File: config.mk
export PLATFORM = sky130hd
export DESIGN_NAME = hb_watchdog
export DESIGN_NICKNAME = d
export VERILOG_FILES = /design/src/rtl/wdg_pkg.sv /design/src/rtl/hb_sync_edge.sv /design/src/rtl/wdg_counter.sv /design/src/rtl/hb_watchdog.sv
export SDC_FILE = /design/constraint.sdc
export NUM_CORES = 1
export LEC_CHECK = 0
export BUFFER_PORTS_ARGS = -buffer_cell sky130_fd_sc_hd__buf_2
export CORE_MARGIN = 1
export CORE_UTILIZATION = 50
export DETAILED_ROUTE_END_ITERATION = 10
export HOLD_SLACK_MARGIN = 0.03
export PLACE_DENSITY = 0.75
export SYNTH_ARGS = -nofsm -noshare
export SYNTH_HDL_FRONTEND = slang
export SYNTH_HIERARCHICAL = 1
export SYNTH_SLANG_ARGS = --single-unit
File: constraint.sdc
create_clock -name clk_i -period 2.63 [get_ports clk_i]
set_input_delay 0.1315 -clock clk_i [delete_from_list [all_inputs] [get_ports clk_i]]
set_output_delay 0.1315 -clock clk_i [all_outputs]
set_load 0.02 [all_outputs]
File: src/rtl/wdg_pkg.sv
package wdg_pkg;
  typedef enum logic {
    MODE_BOOT    = 1'b0,
    MODE_SERVICE = 1'b1
  } wdg_mode_e;
endpackage

File: src/rtl/hb_sync_edge.sv
module hb_sync_edge (
  input  logic clk_i,
  input  logic rst_ni,
  input  logic async_i,
  output logic edge_o
);
  logic [2:0] sh_q;

  always_ff @(posedge clk_i or negedge rst_ni) begin
    if (!rst_ni) sh_q <= '0;
    else         sh_q <= {sh_q[1:0], async_i};
  end

  // sh_q[1] is the newest synchronised sample and sh_q[2] the one before it
  assign edge_o = sh_q[1] ^ sh_q[2];
endmodule

File: src/rtl/wdg_counter.sv
module wdg_counter
  import wdg_pkg::*;
#(
  parameter int unsigned LONG_TICKS  = 1000,
  parameter int unsigned SHORT_TICKS = 100,
  localparam int unsigned CW = $clog2(LONG_TICKS + 1)
) (
  input  logic          clk_i,
  input  logic          rst_ni,
  input  logic          kick_i,
  input  logic          tick_i,
  input  logic          hold_i,
  input  logic          release_i,
  output logic          expired_o,
  output logic [CW-1:0] cnt_o
);
  localparam logic [CW-1:0] LONG_LAST  = CW'(LONG_TICKS - 1);
  localparam logic [CW-1:0] SHORT_LAST = CW'(SHORT_TICKS - 1);

  wdg_mode_e     mode_q;
  logic          run_q, exp_q;
  logic [CW-1:0] cnt_q;
  logic [CW-1:0] last_w;

  assign last_w = (mode_q == MODE_BOOT) ? LONG_LAST : SHORT_LAST;

  always_ff @(posedge clk_i or negedge rst_ni) begin
    if (!rst_ni) begin
      mode_q <= MODE_BOOT;
      run_q  <= 1'b0;
      exp_q  <= 1'b0;
      cnt_q  <= '0;
    end else if (hold_i) begin
      mode_q <= MODE_BOOT;
      run_q  <= 1'b0;
      exp_q  <= 1'b0;
      cnt_q  <= '0;
    end else if (release_i) begin
      mode_q <= MODE_BOOT;
      run_q  <= 1'b1;
      exp_q  <= 1'b0;
      cnt_q  <= '0;
    end else if (run_q) begin
      if (kick_i) begin
        cnt_q  <= '0;
        mode_q <= MODE_SERVICE;
      end else if (tick_i) begin
        if (cnt_q == last_w) begin
          exp_q  <= 1'b1;
          run_q  <= 1'b0;
          mode_q <= MODE_SERVICE;
          cnt_q  <= '0;
        end else begin
          cnt_q <= cnt_q + 1'b1;
        end
      end
    end
  end

  assign expired_o = exp_q;
  assign cnt_o     = cnt_q;
endmodule

File: src/rtl/hb_watchdog.sv
module hb_watchdog #(
  parameter int unsigned LONG_TICKS  = 1000,
  parameter int unsigned SHORT_TICKS = 100
) (
  input  logic clk_i,
  input  logic rst_ni,
  input  logic heartbeat_i,
  input  logic sys_rst_i,
  input  logic rst_release_i,
  input  logic uvlo_i,
  input  logic mrst_i,
  input  logic tick_i,
  output logic alarm_no
);
  localparam int unsigned CW = $clog2(LONG_TICKS + 1);

  logic          kick_w, expired_w, hold_w;
  logic [CW-1:0] cnt_w;

  assign hold_w = sys_rst_i | mrst_i | uvlo_i;

  hb_sync_edge u_edge (
    .clk_i  (clk_i),
    .rst_ni (rst_ni),
    .async_i(heartbeat_i),
    .edge_o (kick_w)
  );

  wdg_counter #(
    .LONG_TICKS (LONG_TICKS),
    .SHORT_TICKS(SHORT_TICKS)
  ) u_cnt (
    .clk_i    (clk_i),
    .rst_ni   (rst_ni),
    .kick_i   (kick_w),
    .tick_i   (tick_i),
    .hold_i   (hold_w),
    .release_i(rst_release_i),
    .expired_o(expired_w),
    .cnt_o    (cnt_w)
  );

  // lockout acts on the pin without a clock
  assign alarm_no = ~(uvlo_i | expired_w);
endmodule

After elaboration in Yosys (flattened, before gate mapping)
Cells that the tools add are included.
{"block": "op_classes", "n_addsub": 1, "eq_ne": 2, "mux": 23, "bitwise": 5, "reduce_logical": 8}
{"op": "$mux 10", "count": 7}
{"op": "$mux 1", "count": 16}
{"op": "$add 10x1->10 const B", "count": 1}
{"op": "$eq 10x10->1", "count": 1}
{"op": "$reduce_bool 3->1", "count": 3}
{"op": "$reduce_bool 4->1", "count": 2}
{"op": "$reduce_and 4->1", "count": 1}
{"op": "$ne 3x2->1 const B", "count": 1}
{"op": "$or 1x1->1", "count": 3}
{"op": "$reduce_and 3->1", "count": 1}
{"op": "$reduce_and 2->1", "count": 1}
{"op": "$not 1->1", "count": 1}
{"op": "$xor 1x1->1", "count": 1}
{"block": "totals", "register_bits": 16, "output_inout_bits": 1, "elab_cells": 44}

Depth between registers and ports, before layout
{"block": "depth", "word_depth": 8, "ltp_mapped": 7}

Cells and area by module
Netlist, hierarchy kept.
{"module": "wdg_counter", "instances": 1, "cells_per_inst": 73, "area_each_um2": 711.9, "seq_area_each_um2": 325.3}
{"module": "hb_sync_edge", "instances": 1, "cells_per_inst": 4, "area_each_um2": 83.8, "seq_area_each_um2": 75.1}
{"module": "hb_watchdog", "instances": 1, "cells_per_inst": 2, "area_each_um2": 10.0, "seq_area_each_um2": 0.0}

Worst setup path after synthesis
No wires, ideal clock.
{"block": "synth_timing", "kind": "flip-flop to flip-flop", "startpoint": "register u_cnt.cnt_q[2], in the netlist u_cnt/cnt_o[2]", "endpoint": "register u_cnt.cnt_q[9], in the netlist u_cnt/cnt_o[9]", "setup_ps": 136, "t_arrival_ps": 1530, "t_required_ps": 2494, "path_slack_ps": 963, "path_stages_with_launch": 6, "synth_period_minus_slack_ps": 1667, "path_cell_list": "dfrtp_1 or4b_1 o22ai_1 and4_4 nand2b_4 o311ai_2"}
{"block": "synth_via", "elab_chain_cells": 7, "word_cells_on_any_way": 8}
{"element": "start: declaration", "line": "wdg_counter.sv:22", "source": "logic [CW-1:0] cnt_q;"}
{"element": "start signal: assignment", "line": "wdg_counter.sv:54", "source": "cnt_q <= cnt_q + 1'b1;"}
{"element": "$add 10x1->10 or $eq 10x10->1 (tied branches)", "line": "wdg_counter.sv:54, wdg_counter.sv:48"}
{"element": "$mux 10 (*)", "line": "wdg_counter.sv:48", "source": "if (cnt_q == last_w) begin"}
{"element": "$mux 10 (*)", "line": "wdg_counter.sv:47", "source": "end else if (tick_i) begin"}
{"element": "$mux 10 (*)", "line": "wdg_counter.sv:44", "source": "if (kick_i) begin"}
{"element": "$mux 10 (*)", "line": "wdg_counter.sv:43", "source": "end else if (run_q) begin"}
{"element": "$mux 10 (*)", "line": "wdg_counter.sv:38", "source": "end else if (release_i) begin"}
{"element": "$mux 10 (*)", "line": "wdg_counter.sv:33", "source": "end else if (hold_i) begin"}
Mark *: on every way between the ends. The rest lies on a longest branch, timed or not. The select of a mux whose other input is x is not followed.
A chain may end at the register's enable or synchronous reset.

Worst setup path in the final report
Same ends and word-level chain as after synthesis.

==> impl_results.md <==
- Cell count after placement: ~100
- Crit path time final: around 1.8 ns
- YS warnings: 6
- # rows: 14
- H-tree levels: 1
- Deepest clock path buffer count: 2
- Layout cells sized above 1: 20.65%
- Initial Util: about 53%
- Max-slew violations: 0
- Post-synthesis sequential area ratio: 49.69%
- DR pass1 iterations: 4
- CTS sink count: 16
- Chip Height: approximately 42 µm
- Final wirelength: approximately 1500 µm
- Post-route non-filler standard cell count: ~110
- Top cells by instance count after synthesis: dfrtp_1 (16), nor2_1 (11), nand2_1 (8)
- Initial DRC Count: 18
- Syn Nets: between 80 and 90
- Antenna cells: 0
- Vias: 614
- Total GRT Usage: 19.40%
- Clock network fraction of total power: 36.0%
- Placer Congestion: about 0.8
- Area Overhead vs Synth: 13.82%
- Largest net degree at the start of global routing: 17
- Setup bufs post-CTS: 0
- Vias in the first global route: between 500 and 600
- Antenna-violating nets left: 0
- Final-report hold violation count: 0
- WL/cell: between 10 and 15 µm
- Post-synth EDFFs: 0
- Pwr dens: around 470 nW/µm²
- Synth cell types: 30
- Fraction of registers with async set/reset: 100.0%
- Post-layout instance area: 917.1 µm²
- CP Capture Type: flop
- Power Internal: 0.3444 mW
- Arr. time, crit path: approximately 2.0 ns
- Hold WC Path Type: primary input to flop
- TritonCTS buffer count: 3
- Max Clk Rate: between 0.5 and 0.6 GHz
- Setup Crit Path Kind: flop to flop
- Share of the synthesized area in the top cell type: around half
- Syn Area/Cell: between 10 and 15 µm²
- Syn Inst Count: between 70 and 80
- Fin crit share: around 68%
- Rel. slew slack: 77.21%
- Initial antenna violation count: 0
- Width of the chip: ~42 µm
- CTS tree: done
- Worst-margin pin slew: ~0.34 ns
- Core ar.: roughly 1500 µm²
- Clock Latency Late Sink: approximately 0.28 ns
- Die area: 1776 µm²
- Crit-path max FO: 7
- Synth area leader: dfrtp_1
- Num ports: 9
- Synth Cell Area: 805.8 µm²
- DR vias/cell: about 5.7
- Total gr overflow: 0
- Sequential share of power: between 50 and 60%
- Most common cell in the netlist: dfrtp_1
- Seq cells post-synth: 16
- Fin nets: between 100 and 150
- Setup violators final: 0
- DP HPWL: roughly 1100 µm
- RSZ-0062 raised after global routing: no
- CP required: between 2 and 3 ns
- Hold buffer count at CTS: 2
- Main flop type after synthesis: dfrtp_1
- Combinational power share: roughly 6.3%
- Hold Slack: roughly 0.076 ns
- Leakage: a little over 0.4 nW
- DP Area: between 800 and 900 µm²
- Top cells by area, synth: dfrtp_1 (50%), xor2_1 (5.4%), nor2_1 (5.1%), nand2_1 (3.7%), xnor2_1 (3.3%)
- Peak supply drop: 0.2753 mV
- Residual DRC: 0
- Clk_skew: 0.004593 ns
- Tot Pwr: ~0.43 mW
- Sw frac: a little over 20%
- CP startpoint kind: flop
- Outcome: complete, no violations
- Post-CTS Resized: 0
- I/O Buffers: 8
- Setup TNS: 0 ns
- NetSw: around 0.090 mW
- R2R depth: 5
- Worst reg2reg setup slack: approximately 0.84 ns
- Root buf cell: clkbuf_4
- First-pass GRT wire length: around 2500 µm
- Hold depth: 2
- Max Cap Viol: 0
- Clock Pin Slew Worst Setup and Hold Paths: approximately 0.09 ns
## path summary, 6_finish.rpt
check,endpoint,start
setup reg to reg,u_cnt/cnt_o[9],u_cnt/cnt_o[2]
hold / removal,u_cnt/expired_o,rst_release_i
max in group asynchronous,u_cnt/cnt_o[8],rst_ni
hold reg to reg,u_edge/sh_q[1],u_edge/sh_q[0]
min in group asynchronous,u_cnt/mode_q,rst_ni
setup / recovery,u_cnt/cnt_o[9],u_cnt/cnt_o[2]
## final cells by class
class                      instances  area (µm²)
fill                             128       589.3
clock buffer                       4       36.28
timing repair buffer              10       60.06
inverter                           3       11.26
tap                               16       20.02
multi-input combinational         59       389.1
sequential                        16       400.4
## logic make-up after synthesis
kind of cell	count (synthesis)	synth area share [%]
simple gates	39	27.49
compound gates	11	10.56
flops	16	49.69
fa+ha+maj	1	1.553
buf+inv	4	2.018
xor+xnor	8	8.696
## critical path, stage by stage (launching register included)
cell and delay (ns):
dfrtp_1 0.46, or4b_1 0.54, o22ai_1 0.14, and4_4 0.28
nand2b_4 0.15, o311ai_2 0.10
## power by group through the flow
stage	Clock, mW	Sequential, mW	Combinational, mW
2_1_floorplan	0	0.255	0.0120
3_3_place_gp	0	0.255	0.0245
3_5_place_dp	0	0.256	0.0257
4_1_cts	0.165	0.251	0.0279
5_1_grt	0.176	0.251	0.0316
6_report	0.157	0.251	0.0274
## per-stage QoR
| step | utilization (%) | setup slack (ns) |
|---|---|---|
| 6_report | 60.88 | 0.8397 |
| 5_1_grt | 60.88 | 0.7371 |
| 4_1_cts | 60.88 | 0.8432 |
| 3_5_place_dp | 57.14 | 0.8620 |
| 3_3_place_gp | 57.14 | 0.9116 |
| 2_1_floorplan | - | 0.9635 |
## per-layer routing
metal	global-route usage, %	vias to the layer above	part of all wire [%]
met4	9.375	0	0.60
met2	29.06	16	47
li1	-	303	-
met3	3.879	2	4.0
met5	0	-	0
met1	26.97	293	48
## flip-flops by register name, summed over array words and instances (netlist names)
register	cells
u_cnt/mode_q	1
u_cnt/run_q	1
u_edge/sh_q	3
u_cnt/cnt_o	10
u_cnt/expired_o	1
## layout by cell type (no fill, tap or decap), types with 2 or more instances in the layout
master / count
buf_2: 8
dlygate4sd3_1: 2
clkbuf_4: 3
dfrtp_1: 16
inv_1: 3
xor2_1: 5
nor2_1: 11
o21ai_0: 4
nand2_1: 8
nand4_1: 4
and3_1: 3
xnor2_1: 3
o21a_1: 2
(Power assumes the default switching activity.)
